<file path="config.mk">
export PLATFORM = sky130hd
export DESIGN_NAME = ipc_port_irq
export DESIGN_NICKNAME = d
export VERILOG_FILES = /design/src/rtl/ipc_pkg.sv /design/src/rtl/ipc_regs.sv /design/src/rtl/ipc_pin_detect.sv /design/src/rtl/ipc_combine.sv /design/src/rtl/ipc_port_irq.sv
export SDC_FILE = /design/constraint.sdc
export NUM_CORES = 1
export LEC_CHECK = 0
export ABC_AREA = 1
export BUFFER_PORTS_ARGS = -buffer_cell sky130_fd_sc_hd__buf_4
export CORE_MARGIN = 2
export CORE_UTILIZATION = 52
export DETAILED_ROUTE_END_ITERATION = 10
export PLACE_DENSITY = 0.8
export SETUP_SLACK_MARGIN = 0.02
export SLEW_MARGIN = 20
export SYNTH_ARGS = -nofsm -noshare
export SYNTH_HDL_FRONTEND = slang
export SYNTH_SLANG_ARGS = --single-unit
export TNS_END_PERCENT = 5
</file>
<file path="constraint.sdc">
create_clock -name clk -period 1.55 [get_ports clk]
set_clock_uncertainty 0.1 [all_clocks]
set_input_delay 0.31 -clock clk [delete_from_list [all_inputs] [get_ports clk]]
set_output_delay 0.31 -clock clk [all_outputs]
set_load 0.02 [all_outputs]
</file>
<file path="src/rtl/ipc_pkg.sv">
package ipc_pkg;

    localparam int unsigned ADDR_W = 3;

    typedef enum logic [ADDR_W-1:0] {
        REG_MODE   = 3'd0,
        REG_ANY    = 3'd1,
        REG_POL    = 3'd2,
        REG_MASK   = 3'd3,
        REG_RAW    = 3'd4,
        REG_MASKED = 3'd5,
        REG_CLEAR  = 3'd6,
        REG_NONE   = 3'd7
    } reg_sel_e;

    // Per-pin watch configuration
    typedef struct packed {
        logic level_mode;   // 1: level, 0: edge
        logic any_edge;     // 1: both transitions
        logic pol_high;     // 1: high level / rising, 0: low level / falling
    } pin_cfg_t;

    function automatic logic level_match(pin_cfg_t c, logic cur);
        return c.pol_high ? cur : ~cur;
    endfunction

    function automatic logic edge_match(pin_cfg_t c, logic cur, logic prev);
        logic rise;
        logic fall;
        rise = cur & ~prev;
        fall = ~cur & prev;
        if (c.any_edge)
            return rise | fall;
        return c.pol_high ? rise : fall;
    endfunction

endpackage

</file>
<file path="src/rtl/ipc_regs.sv">
module ipc_regs
    import ipc_pkg::*;
#(
    parameter int unsigned NPINS = 8
) (
    input  logic                 clk,
    input  logic                 rst,
    input  logic                 wr_en,
    input  logic [ADDR_W-1:0]    addr,
    input  logic [NPINS-1:0]     wdata,
    input  logic [NPINS-1:0]     raw_in,
    input  logic [NPINS-1:0]     masked_in,
    output logic [NPINS-1:0]     mode_q,
    output logic [NPINS-1:0]     any_q,
    output logic [NPINS-1:0]     pol_q,
    output logic [NPINS-1:0]     mask_q,
    output logic [NPINS-1:0]     clr_pulse,
    output logic [NPINS-1:0]     rdata
);

    reg_sel_e sel;
    assign sel = reg_sel_e'(addr);

    always_ff @(posedge clk) begin
        if (rst) begin
            mode_q <= '0;
            any_q  <= '0;
            pol_q  <= '0;
            mask_q <= '0;
        end else if (wr_en) begin
            case (sel)
                REG_MODE: mode_q <= wdata;
                REG_ANY:  any_q  <= wdata;
                REG_POL:  pol_q  <= wdata;
                REG_MASK: mask_q <= wdata;
                default:  ;
            endcase
        end
    end

    // Clear acts on the same edge as the write
    assign clr_pulse = (wr_en && sel == REG_CLEAR) ? wdata : '0;

    always_comb begin
        case (sel)
            REG_MODE:   rdata = mode_q;
            REG_ANY:    rdata = any_q;
            REG_POL:    rdata = pol_q;
            REG_MASK:   rdata = mask_q;
            REG_RAW:    rdata = raw_in;
            REG_MASKED: rdata = masked_in;
            default:    rdata = '0;
        endcase
    end

    // configuration is empty one cycle after reset
    a_r1_cfg_zero: assert property (@(posedge clk)
        rst |=> (mode_q == '0 && any_q == '0 && pol_q == '0 && mask_q == '0));

endmodule

</file>
<file path="src/rtl/ipc_pin_detect.sv">
module ipc_pin_detect
    import ipc_pkg::*;
(
    input  logic     clk,
    input  logic     rst,
    input  logic     pin,
    input  pin_cfg_t cfg,
    input  logic     clr,
    output logic     raw
);

    logic prev_q;
    logic latch_q;
    logic hit;

    assign hit = edge_match(cfg, pin, prev_q);

    always_ff @(posedge clk) begin
        if (rst) begin
            prev_q  <= pin;
            latch_q <= 1'b0;
        end else begin
            prev_q <= pin;
            if (cfg.level_mode)
                latch_q <= 1'b0;
            else if (hit)
                latch_q <= 1'b1;     // edge wins over a simultaneous clear
            else if (clr)
                latch_q <= 1'b0;
        end
    end

    assign raw = cfg.level_mode ? level_match(cfg, pin) : latch_q;

    // rising transition on a rising-edge pin is stored
    a_r4_rise_stored: assert property (@(posedge clk) disable iff (rst)
        (!cfg.level_mode && !cfg.any_edge && cfg.pol_high && pin && !prev_q) |=> latch_q);

    // stored bit holds without a clear
    a_r4_holds: assert property (@(posedge clk) disable iff (rst)
        (latch_q && !clr && !cfg.level_mode) |=> latch_q);

    // falling transition on a falling-edge pin is stored
    a_r5_fall_stored: assert property (@(posedge clk) disable iff (rst)
        (!cfg.level_mode && !cfg.any_edge && !cfg.pol_high && !pin && prev_q) |=> latch_q);

    // any transition on an either-edge pin is stored
    a_r6_any_stored: assert property (@(posedge clk) disable iff (rst)
        (!cfg.level_mode && cfg.any_edge && (pin != prev_q)) |=> latch_q);

    // clear with no transition drops the stored bit
    a_r8_clear_drops: assert property (@(posedge clk) disable iff (rst)
        (latch_q && clr && (pin == prev_q)) |=> !latch_q);

endmodule

</file>
<file path="src/rtl/ipc_combine.sv">
module ipc_combine #(
    parameter int unsigned NPINS = 8
) (
    input  logic             clk,
    input  logic             rst,
    input  logic [NPINS-1:0] raw_in,
    input  logic [NPINS-1:0] mask_in,
    output logic [NPINS-1:0] masked,
    output logic             irq_out
);

    assign masked  = raw_in & mask_in;
    assign irq_out = |masked;

    // a fully masked port never interrupts
    a_r7_mask_blocks: assert property (@(posedge clk) disable iff (rst)
        (mask_in == '0) |-> !irq_out);

    // an interrupt always has a raw cause behind it
    a_r10_irq_has_cause: assert property (@(posedge clk) disable iff (rst)
        irq_out |-> (raw_in != '0));

endmodule

</file>
<file path="src/rtl/ipc_port_irq.sv">
module ipc_port_irq
    import ipc_pkg::*;
#(
    parameter int unsigned NPINS = 8
) (
    input  logic                 clk,
    input  logic                 rst,
    input  logic [NPINS-1:0]     pin_in,
    input  logic                 bus_wr,
    input  logic [ADDR_W-1:0]    bus_addr,
    input  logic [NPINS-1:0]     bus_wdata,
    output logic [NPINS-1:0]     bus_rdata,
    output logic                 irq_out
);

    logic [NPINS-1:0] mode_q;
    logic [NPINS-1:0] any_q;
    logic [NPINS-1:0] pol_q;
    logic [NPINS-1:0] mask_q;
    logic [NPINS-1:0] clr_pulse;
    logic [NPINS-1:0] raw;
    logic [NPINS-1:0] masked;

    ipc_regs #(.NPINS(NPINS)) u_regs (
        .clk       (clk),
        .rst       (rst),
        .wr_en     (bus_wr),
        .addr      (bus_addr),
        .wdata     (bus_wdata),
        .raw_in    (raw),
        .masked_in (masked),
        .mode_q    (mode_q),
        .any_q     (any_q),
        .pol_q     (pol_q),
        .mask_q    (mask_q),
        .clr_pulse (clr_pulse),
        .rdata     (bus_rdata)
    );

    for (genvar g = 0; g < NPINS; g++) begin : g_pin
        pin_cfg_t cfg;
        assign cfg = '{level_mode: mode_q[g], any_edge: any_q[g], pol_high: pol_q[g]};

        ipc_pin_detect u_det (
            .clk (clk),
            .rst (rst),
            .pin (pin_in[g]),
            .cfg (cfg),
            .clr (clr_pulse[g]),
            .raw (raw[g])
        );
    end

    ipc_combine #(.NPINS(NPINS)) u_comb (
        .clk     (clk),
        .rst     (rst),
        .raw_in  (raw),
        .mask_in (mask_q),
        .masked  (masked),
        .irq_out (irq_out)
    );

endmodule

</file>
==> out/results.md, run 1 <==
| Item | Value |
|:---|:---|
| CP required | 1.14 ns |
| Flop and latch count out of synthesis | 48 |
| Tcrit/Tclk final | 1.14 |
| Most heavily used metal layer in global routing | met2 |
| Deepest clock path buffer count | 2 |
| Depth of the worst register-to-register path | 6 |
| Number of different library cells in the post-synthesis netlist | 22 |
| Worst r2r dst | g_pin[7].u_det.latch_q$_SDFFE_PP0P_ |
| Number of rows created at floorplan | 26 |
| Global-route wire length before repair | 11,700 um |
| Layout overhead on the synthesized area | 30.5% |
| Number of cells traversed by the worst hold path | 1 |
| Critical Path Slowest Stage Cell | sky130_fd_sc_hd__dfxtp_1 |
| Max-slew headroom | 0.862 |
| Total leakage power | 1.74 nW |
| CTS buffer count | 5 |
| Top-level I/O count | 31 |
| Average via count per standard cell | 5.12 |
| Origin of the worst min-delay path | pin_in[1] |
| Critical register-to-register path startpoint | g_pin[7].u_det.prev_q$_DFF_P_ |
| Total of warnings raised by yosys | 0 |
| VDD IR-drop max | 537 uV |
| Violations in the final reports | negative setup slack |
| Peak clock frequency supported by timing | 564 MHz |
| Syn Inst Count | 406 |
| Share of the synthesized area in the top cell type | 0.353 |
| Met3 GRT Util | 0.0427 |
| Met2 track utilization from global routing | 0.439 |
| Min setup slack post-route | -0.223 ns |
| Ratio of cells with drive above 1 in the final layout | 0.293 |
| Starting DRT DRC Count | 104 |
| Largest area contributor in the synthesized netlist | sky130_fd_sc_hd__dfxtp_1 |
| Post-route antenna net violation count | 0 |
| Core Region | 5070 um^2 |
| Critical path cell sequence | or2_4 -> nand3_2 -> nand2_1 -> nor2_1 -> nand2_1 -> buf_6 |
| Post-layout net count | 512 |
| Worst slack on hold paths | 0.0250 ns |
| Worst-path maximum fanout | 3 |
| Number of antenna violations at the first check in global routing | 0 |
| Average footprint of a synthesized cell | 6.71 um^2 |
| Status | complete, but fails checks |
| CP most frequent cell | sky130_fd_sc_hd__nand2_1 |
| GR Util All Layers | 0.249 |
| Count of port buffers added during placement | 30 |
| Critical path start-end classification | register to output pin |
| Pin count of the biggest net entering global routing | 17 |
| Router iterations before antenna repair | 4 |
| DRC Markers | 0 |
| Clock tree root buffer cell | sky130_fd_sc_hd__clkbuf_8 |
| FF-to-FF setup slack | 0.40 ns |
| Clock tree from TritonCTS | built |
| Count of clock tree sinks | 48 |
| Max_cap viols | 0 |
| Die outline area | 5840 um^2 |
| Total number of vias | 2,792 |
| Latest clock arrival within the worst-skew pair | 0.30 ns |
| Post-Synthesis Net Count | 444 |
| Path type of the worst min-delay path | primary input to register |
| GR Overflow Total | 0 |
| Critical Path AT | 1.36 ns |
| Routability congestion estimate | 0.833 |
| Delay of the slowest cell on the worst path | 0.33 ns |
| Placed cell areas | 3270 um^2 |
| Hold worst-path end | g_pin[1].u_det.prev_q$_DFF_P_ |
| Per-cell routed wire length | 12.9 um |
| Global routing met1 resource utilization | 0.305 |
| Hold_buf cts | 0 |
| RSZ-0062 raised after global routing | yes |
| Setup violation total in the final timing report | 9 |
| Initial cell density of the core | 0.537 |
| Die span in y | 76.4 um |
| Max-slew violation total from the final report | 0 |
| Top area cells in the synthesized netlist | sky130_fd_sc_hd__dfxtp_1 35%, sky130_fd_sc_hd__nand2_1 18%, sky130_fd_sc_hd__ha_1 7.3% |
| Placed wire-length estimate | 4890 um |
| Seq/Total Area, Yosys | 0.353 |
| Via count of the first global-routing pass | 2,671 |
| Kind of launch point of the worst setup path | register |
| Crit path time final | 1.77 ns |
| Maximum level of the CTS H-tree | 2 |
| Nature of the critical path endpoint | output pin |
| CTS clk-pin slew, worst paths | 0.09 ns |
| Final core utilization | 0.701 |
| Final Instance Area | 3560 um^2 |
| Combined area of all synthesized cells | 2730 um^2 |
| Power Total | 2.62 mW |
| Antenna diode count | 0 |
| Wirelength, routed | 7030 um |
| Final number of hold-violating endpoints | 0 |
| Power density relative to cell area | 738 nW/um^2 |
| Die extent in x | 76.4 um |
| Pin slew with the least headroom to its limit | 0.205 ns |
## through the flow
stage,setup WS [ns],std cells,TNS [ns]
floorplan,0.116,406,0
CTS,-0.204,545,-1.09
global placement,-0.146,534,-1.02
detailed placement,-0.152,534,-1.21
finish,-0.223,545,-1.11
global route,-0.303,545,-1.87
## registers in the layout, indices dropped and copies added, names as in the netlist
| register | cells |
|---|---|
| g_pin.u_det.latch_q | 8 |
| g_pin.u_det.prev_q | 8 |
| u_regs.any_q | 8 |
| u_regs.mask_q | 8 |
| u_regs.mode_q | 8 |
| u_regs.pol_q | 8 |
## cell families after synthesis
logic type,Yosys count,synth area share
fa+ha+maj,16,0.0735
buf+inv,58,0.0918
simple gates,203,0.331
flops,48,0.353
compound gates,81,0.152
## power breakdown
part	internal (mW)	total [mW]	switching, mW
sequential	1.29	1.33	0.0389
clock	0.363	0.793	0.430
combinational	0.228	0.499	0.271
total	1.88	2.62	0.740
## layout by cell type (no fill, tap or decap)
cell	Yosys	final
sky130_fd_sc_hd__nand2_1	134	125
sky130_fd_sc_hd__buf_4	0	61
sky130_fd_sc_hd__a21oi_1	39	39
sky130_fd_sc_hd__dfxtp_1	48	38
sky130_fd_sc_hd__inv_1	44	36
sky130_fd_sc_hd__o21ai_0	36	36
sky130_fd_sc_hd__nand3_1	34	23
sky130_fd_sc_hd__ha_1	16	16
sky130_fd_sc_hd__inv_2	5	11
sky130_fd_sc_hd__nor2_1	12	11
sky130_fd_sc_hd__nand3_2	0	11
sky130_fd_sc_hd__dfxtp_2	0	10
sky130_fd_sc_hd__nand2_2	1	9
sky130_fd_sc_hd__or2_4	0	8
sky130_fd_sc_hd__nand4_1	7	7
sky130_fd_sc_hd__buf_6	4	7
sky130_fd_sc_hd__clkbuf_8	0	6
sky130_fd_sc_hd__o21ai_1	4	4
sky130_fd_sc_hd__nor3_4	2	3
sky130_fd_sc_hd__nand2_4	2	3
sky130_fd_sc_hd__nor2_4	1	2
sky130_fd_sc_hd__inv_6	0	2
sky130_fd_sc_hd__a21oi_2	2	2
sky130_fd_sc_hd__buf_12	0	2
sky130_fd_sc_hd__nor2_2	1	1
sky130_fd_sc_hd__clkinvlp_4	0	1
sky130_fd_sc_hd__clkbuf_1	3	1
## area by class of cell
class | instances | area, um^2
multi-input cells | 300 | 1630
fillers | 451 | 1520
flip-flops and latches | 48 | 973
repair buffers | 70 | 577
inverters | 49 | 194
well taps | 70 | 87.6
clock buffers | 7 | 86.3
clock inverters | 1 | 7.51
## layer usage
| layer | wire length (um) | share of wire |
|---|---|---|
| met1 | 3030 | 0.43 |
| met2 | 3480 | 0.50 |
| met3 | 404 | 0.057 |
| met4 | 107 | 0.015 |
| met5 | 0 | 0 |
## worst max-delay path: cells and delay by family (launching register included)
family                 cells  cell delay, ns
flip-flops                 1            0.33
buffers and inverters      1            0.14
AND/OR/NAND/NOR            5            0.59
## synthesized netlist by cell type
cell / number
sky130_fd_sc_hd__nand2_1: 134
sky130_fd_sc_hd__dfxtp_1: 48
sky130_fd_sc_hd__inv_1: 44
sky130_fd_sc_hd__a21oi_1: 39
sky130_fd_sc_hd__o21ai_0: 36
sky130_fd_sc_hd__nand3_1: 34
sky130_fd_sc_hd__ha_1: 16
sky130_fd_sc_hd__nor2_1: 12
sky130_fd_sc_hd__or2_2: 8
sky130_fd_sc_hd__nand4_1: 7
sky130_fd_sc_hd__inv_2: 5
sky130_fd_sc_hd__buf_6: 4
sky130_fd_sc_hd__o21ai_1: 4
sky130_fd_sc_hd__clkbuf_1: 3
sky130_fd_sc_hd__a21oi_2: 2
sky130_fd_sc_hd__buf_2: 2
sky130_fd_sc_hd__nand2_4: 2
sky130_fd_sc_hd__nor3_4: 2
sky130_fd_sc_hd__nand2_2: 1
sky130_fd_sc_hd__nor2_2: 1
sky130_fd_sc_hd__nor2_4: 1
sky130_fd_sc_hd__nor3_2: 1
## worst max-delay path by stage
stage                                   startpoint            to  slack (ns)  cells after the start
3_5_place_dp                           bus_addr[0]  bus_rdata[2]       -0.15                     10
5_1_grt               u_regs.pol_q[5]$_SDFFE_PP0P_       irq_out       -0.30                      9
2_1_floorplan                          bus_addr[2]  bus_rdata[6]        0.12                      6
6_report       g_pin[7].u_det.latch_q$_SDFFE_PP0P_       irq_out       -0.22                      6
3_3_place_gp                           bus_addr[0]  bus_rdata[2]       -0.15                     10
4_1_cts              u_regs.mode_q[2]$_SDFFE_PP0P_       irq_out       -0.20                      6
## repair_timing
action / in CTS / in global routing
buffers inserted: 3 / 0
setup endpoints to repair: 9 / 9
gates resized for setup: 49 / 12
pin swaps: 9 / 5
(Power assumes the default switching activity.)
==> run 2, diff against run 1 <==
- SETUP_SLACK_MARGIN: 0.02 -> 0.4
==> out/results.md, run 2 (synthesis results as in run 1) <==
| Item | Value | Change |
|:---|:---|:---|
| Post-route antenna net violation count | 0 | unchanged |
| Power Total | 2.71 mW | +3.3% |
| Max-slew violation total from the final report | 0 | unchanged |
| Total leakage power | 1.83 nW | +4.6% |
| CTS buffer count | 5 | unchanged |
| Routability congestion estimate | 0.786 | -5.7% |
| Delay of the slowest cell on the worst path | 0.35 ns | +0.02 ns |
| Area used by multi-input combinational logic | 1780 um^2 | +9.4% |
| Die extent in x | 76.4 um | unchanged |
| GR Util All Layers | 0.258 | +0.00963 |
| GR Overflow Total | 0 | unchanged |
| Pin slew with the least headroom to its limit | 0.247 ns | +0.0417 ns |
| Min setup slack post-route | -0.237 ns | -0.0140 ns |
| VDD IR-drop max | 582 uV | +8.5% |
| Number of antenna violations at the first check in global routing | 0 | unchanged |
| FF-to-FF setup slack | 0.39 ns | about the same |
| Sum of negative setup slack | -1.32 ns | -0.213 ns |
| Total number of vias | 2,899 | +3.8% |
| Most common cell after layout, fill and taps aside | sky130_fd_sc_hd__nand2_1 |  |
| Placed wire-length estimate | 4940 um | +0.96% |
| Core Region | 5070 um^2 | unchanged |
| Deepest clock path buffer count | 2 | unchanged |
| Worst path top cell family by delay | simple AND/OR/NAND/NOR gates |  |
| Number of buffer and inverter stages on the critical path | 2 | +1 |
| Starting DRT DRC Count | 141 | +36% |
| Count of fill cells added during filler insertion | 370 | -18% |
| Global-route wire length before repair | 12,200 um | +3.8% |
| Crit path time final | 1.79 ns | +0.0140 ns |
| Maximum level of the CTS H-tree | 2 | unchanged |
| Latest clock arrival within the worst-skew pair | 0.31 ns | about the same |
| Worst r2r dst | g_pin[5].u_det.latch_q$_SDFFE_PP0P_ |  |
| Critical path cell sequence | inv_2 -> nand2_1 -> nand2_1 -> nand2_2 -> nand3_2 -> nand2_1 -> nor2_2 -> nand2_1 -> buf_6 |  |
| Count of port buffers added during placement | 30 | unchanged |
| Setup violation total in the final timing report | 9 | unchanged |
| Hold worst-path end | g_pin[6].u_det.prev_q$_DFF_P_ |  |
| Antenna diode count | 0 | unchanged |
| Count of clock tree sinks | 48 | unchanged |
| Layout overhead on the synthesized area | 39.7% |  |
| Number of cells traversed by the worst hold path | 1 | unchanged |
| Via count of the first global-routing pass | 2,724 | +2.0% |
| Tcrit/Tclk final | 1.15 | +0.00903 |
| Max_cap viols | 0 | unchanged |
| Path type of the worst min-delay path | primary input to register |  |
| Power density relative to cell area | 712 nW/um^2 | -3.5% |
| Clock tree from TritonCTS | built |  |
| Final number of hold-violating endpoints | 0 | unchanged |
| DRC Markers | 0 | unchanged |
| Nature of the critical path endpoint | output pin |  |
| Peak clock frequency supported by timing | 559 MHz | -0.78% |
| Max-slew headroom | 0.835 | -0.0263 |
| Number of rows created at floorplan | 26 | unchanged |
| Pin count of the biggest net entering global routing | 17 | unchanged |
| Per-cell routed wire length | 13.7 um | +6.5% |
| Wirelength, routed | 7510 um | +6.9% |
| Critical Path Slowest Stage Cell | sky130_fd_sc_hd__dfxtp_2 |  |
| Die outline area | 5840 um^2 | unchanged |
| Violations in the final reports | negative setup slack |  |
| Most frequent cells in the layout | 120 x sky130_fd_sc_hd__nand2_1, 52 x sky130_fd_sc_hd__buf_4, 36 x sky130_fd_sc_hd__inv_1 |  |
| Ratio of cells with drive above 1 in the final layout | 0.390 | +0.0973 |
| Average via count per standard cell | 5.30 | +3.5% |
| Hold_buf cts | 0 | unchanged |
| Initial cell density of the core | 0.537 | unchanged |
| Worst-path maximum fanout | 4 | +1 |
| Depth of the worst register-to-register path | 6 | unchanged |
| RSZ-0062 raised after global routing | yes |  |
| Status | complete, but fails checks |  |
| Clock tree root buffer cell | sky130_fd_sc_hd__clkbuf_8 |  |
| Router iterations before antenna repair | 4 | unchanged |
| Sequential cell area | 987 um^2 | +1.4% |
| Critical Path AT | 1.38 ns | +0.02 ns |
| CP most frequent cell | sky130_fd_sc_hd__nand2_1 |  |
| Top-level I/O count | 31 | unchanged |
| Critical path start-end classification | register to output pin |  |
| Origin of the worst min-delay path | pin_in[6] |  |
| Kind of launch point of the worst setup path | register |  |
| Critical register-to-register path startpoint | u_regs.pol_q[5]$_SDFFE_PP0P_ |  |
| Die span in y | 76.4 um | unchanged |
| CTS clk-pin slew, worst paths | 0.09 ns | about the same |
| CP required | 1.14 ns | about the same |
| Post-layout net count | 514 | +0.39% |
-- run 2: final cells by class --
cell class / count / area share
Clock buffer: 6 / 0.0217
Clock inverter: 2 / 0.00263
Inverter: 49 / 0.0529
Multi-Input combinational cell: 300 / 0.469
Sequential cell: 48 / 0.259
Tap cell: 70 / 0.0230
Timing Repair Buffer: 72 / 0.172
-- run 2: worst register-to-register path: stages (launching register included) --
cell                      delay, ns
sky130_fd_sc_hd__dfxtp_2       0.37
sky130_fd_sc_hd__inv_2         0.05
sky130_fd_sc_hd__buf_4         0.13
sky130_fd_sc_hd__nand2_1       0.07
sky130_fd_sc_hd__nand2_1       0.09
sky130_fd_sc_hd__o21ai_2       0.15
sky130_fd_sc_hd__a21oi_1       0.08
-- run 2: worst max path at each step --
stage | depth (start not counted) | to | startpoint
final | 9 | irq_out | u_regs.pol_q[4]$_SDFFE_PP0P_
after global routing | 9 | irq_out | u_regs.pol_q[0]$_SDFFE_PP0P_
after CTS | 9 | irq_out | u_regs.pol_q[2]$_SDFFE_PP0P_
after detailed placement | 10 | bus_rdata[5] | bus_addr[0]
after global placement | 10 | bus_rdata[1] | bus_addr[0]
after floorplan | 9 | bus_rdata[5] | bus_addr[0]
-- run 2: metrics by stage --
step	instances	setup slack, ns	cell area (um^2)	utilization	hold WS, ns
after CTS	546	-0.230	3680	0.724	0.0197
after floorplan	406	0.176	2790	-	0.238
after global routing	547	-0.305	3810	0.750	0.0175
after global placement	532	-0.130	3320	0.655	0.342
final	547	-0.237	3810	0.750	0.0239
after detailed placement	532	-0.166	3320	0.655	0.345
-- run 2: timing repair --
| item | 4_1_cts | 5_1_grt |
|---|---|---|
| setup endpoints to repair | 34 | 47 |
| pin swaps | 18 | 20 |
| resized for setup | 88 | 51 |
| buffers inserted | 6 | 1 |
-- run 2: per-layer routing --
| layer | vias to the layer above | global-route usage | routed length [um] |
|---|---|---|---|
| met5 | - | 0 | 0 |
| met4 | 0 | 0.0927 | 164 |
| met3 | 15 | 0.0427 | 449 |
| met2 | 86 | 0.455 | 3900 |
| met1 | 1343 | 0.318 | 3000 |
| li1 | 1455 | - | - |
-- run 2: power by group --
group,internal [mW],switching (mW),leakage [nW]
clock,0.357,0.442,0.0510
combinational,0.269,0.308,1.37
sequential,1.29,0.0422,0.401
total,1.92,0.792,1.83
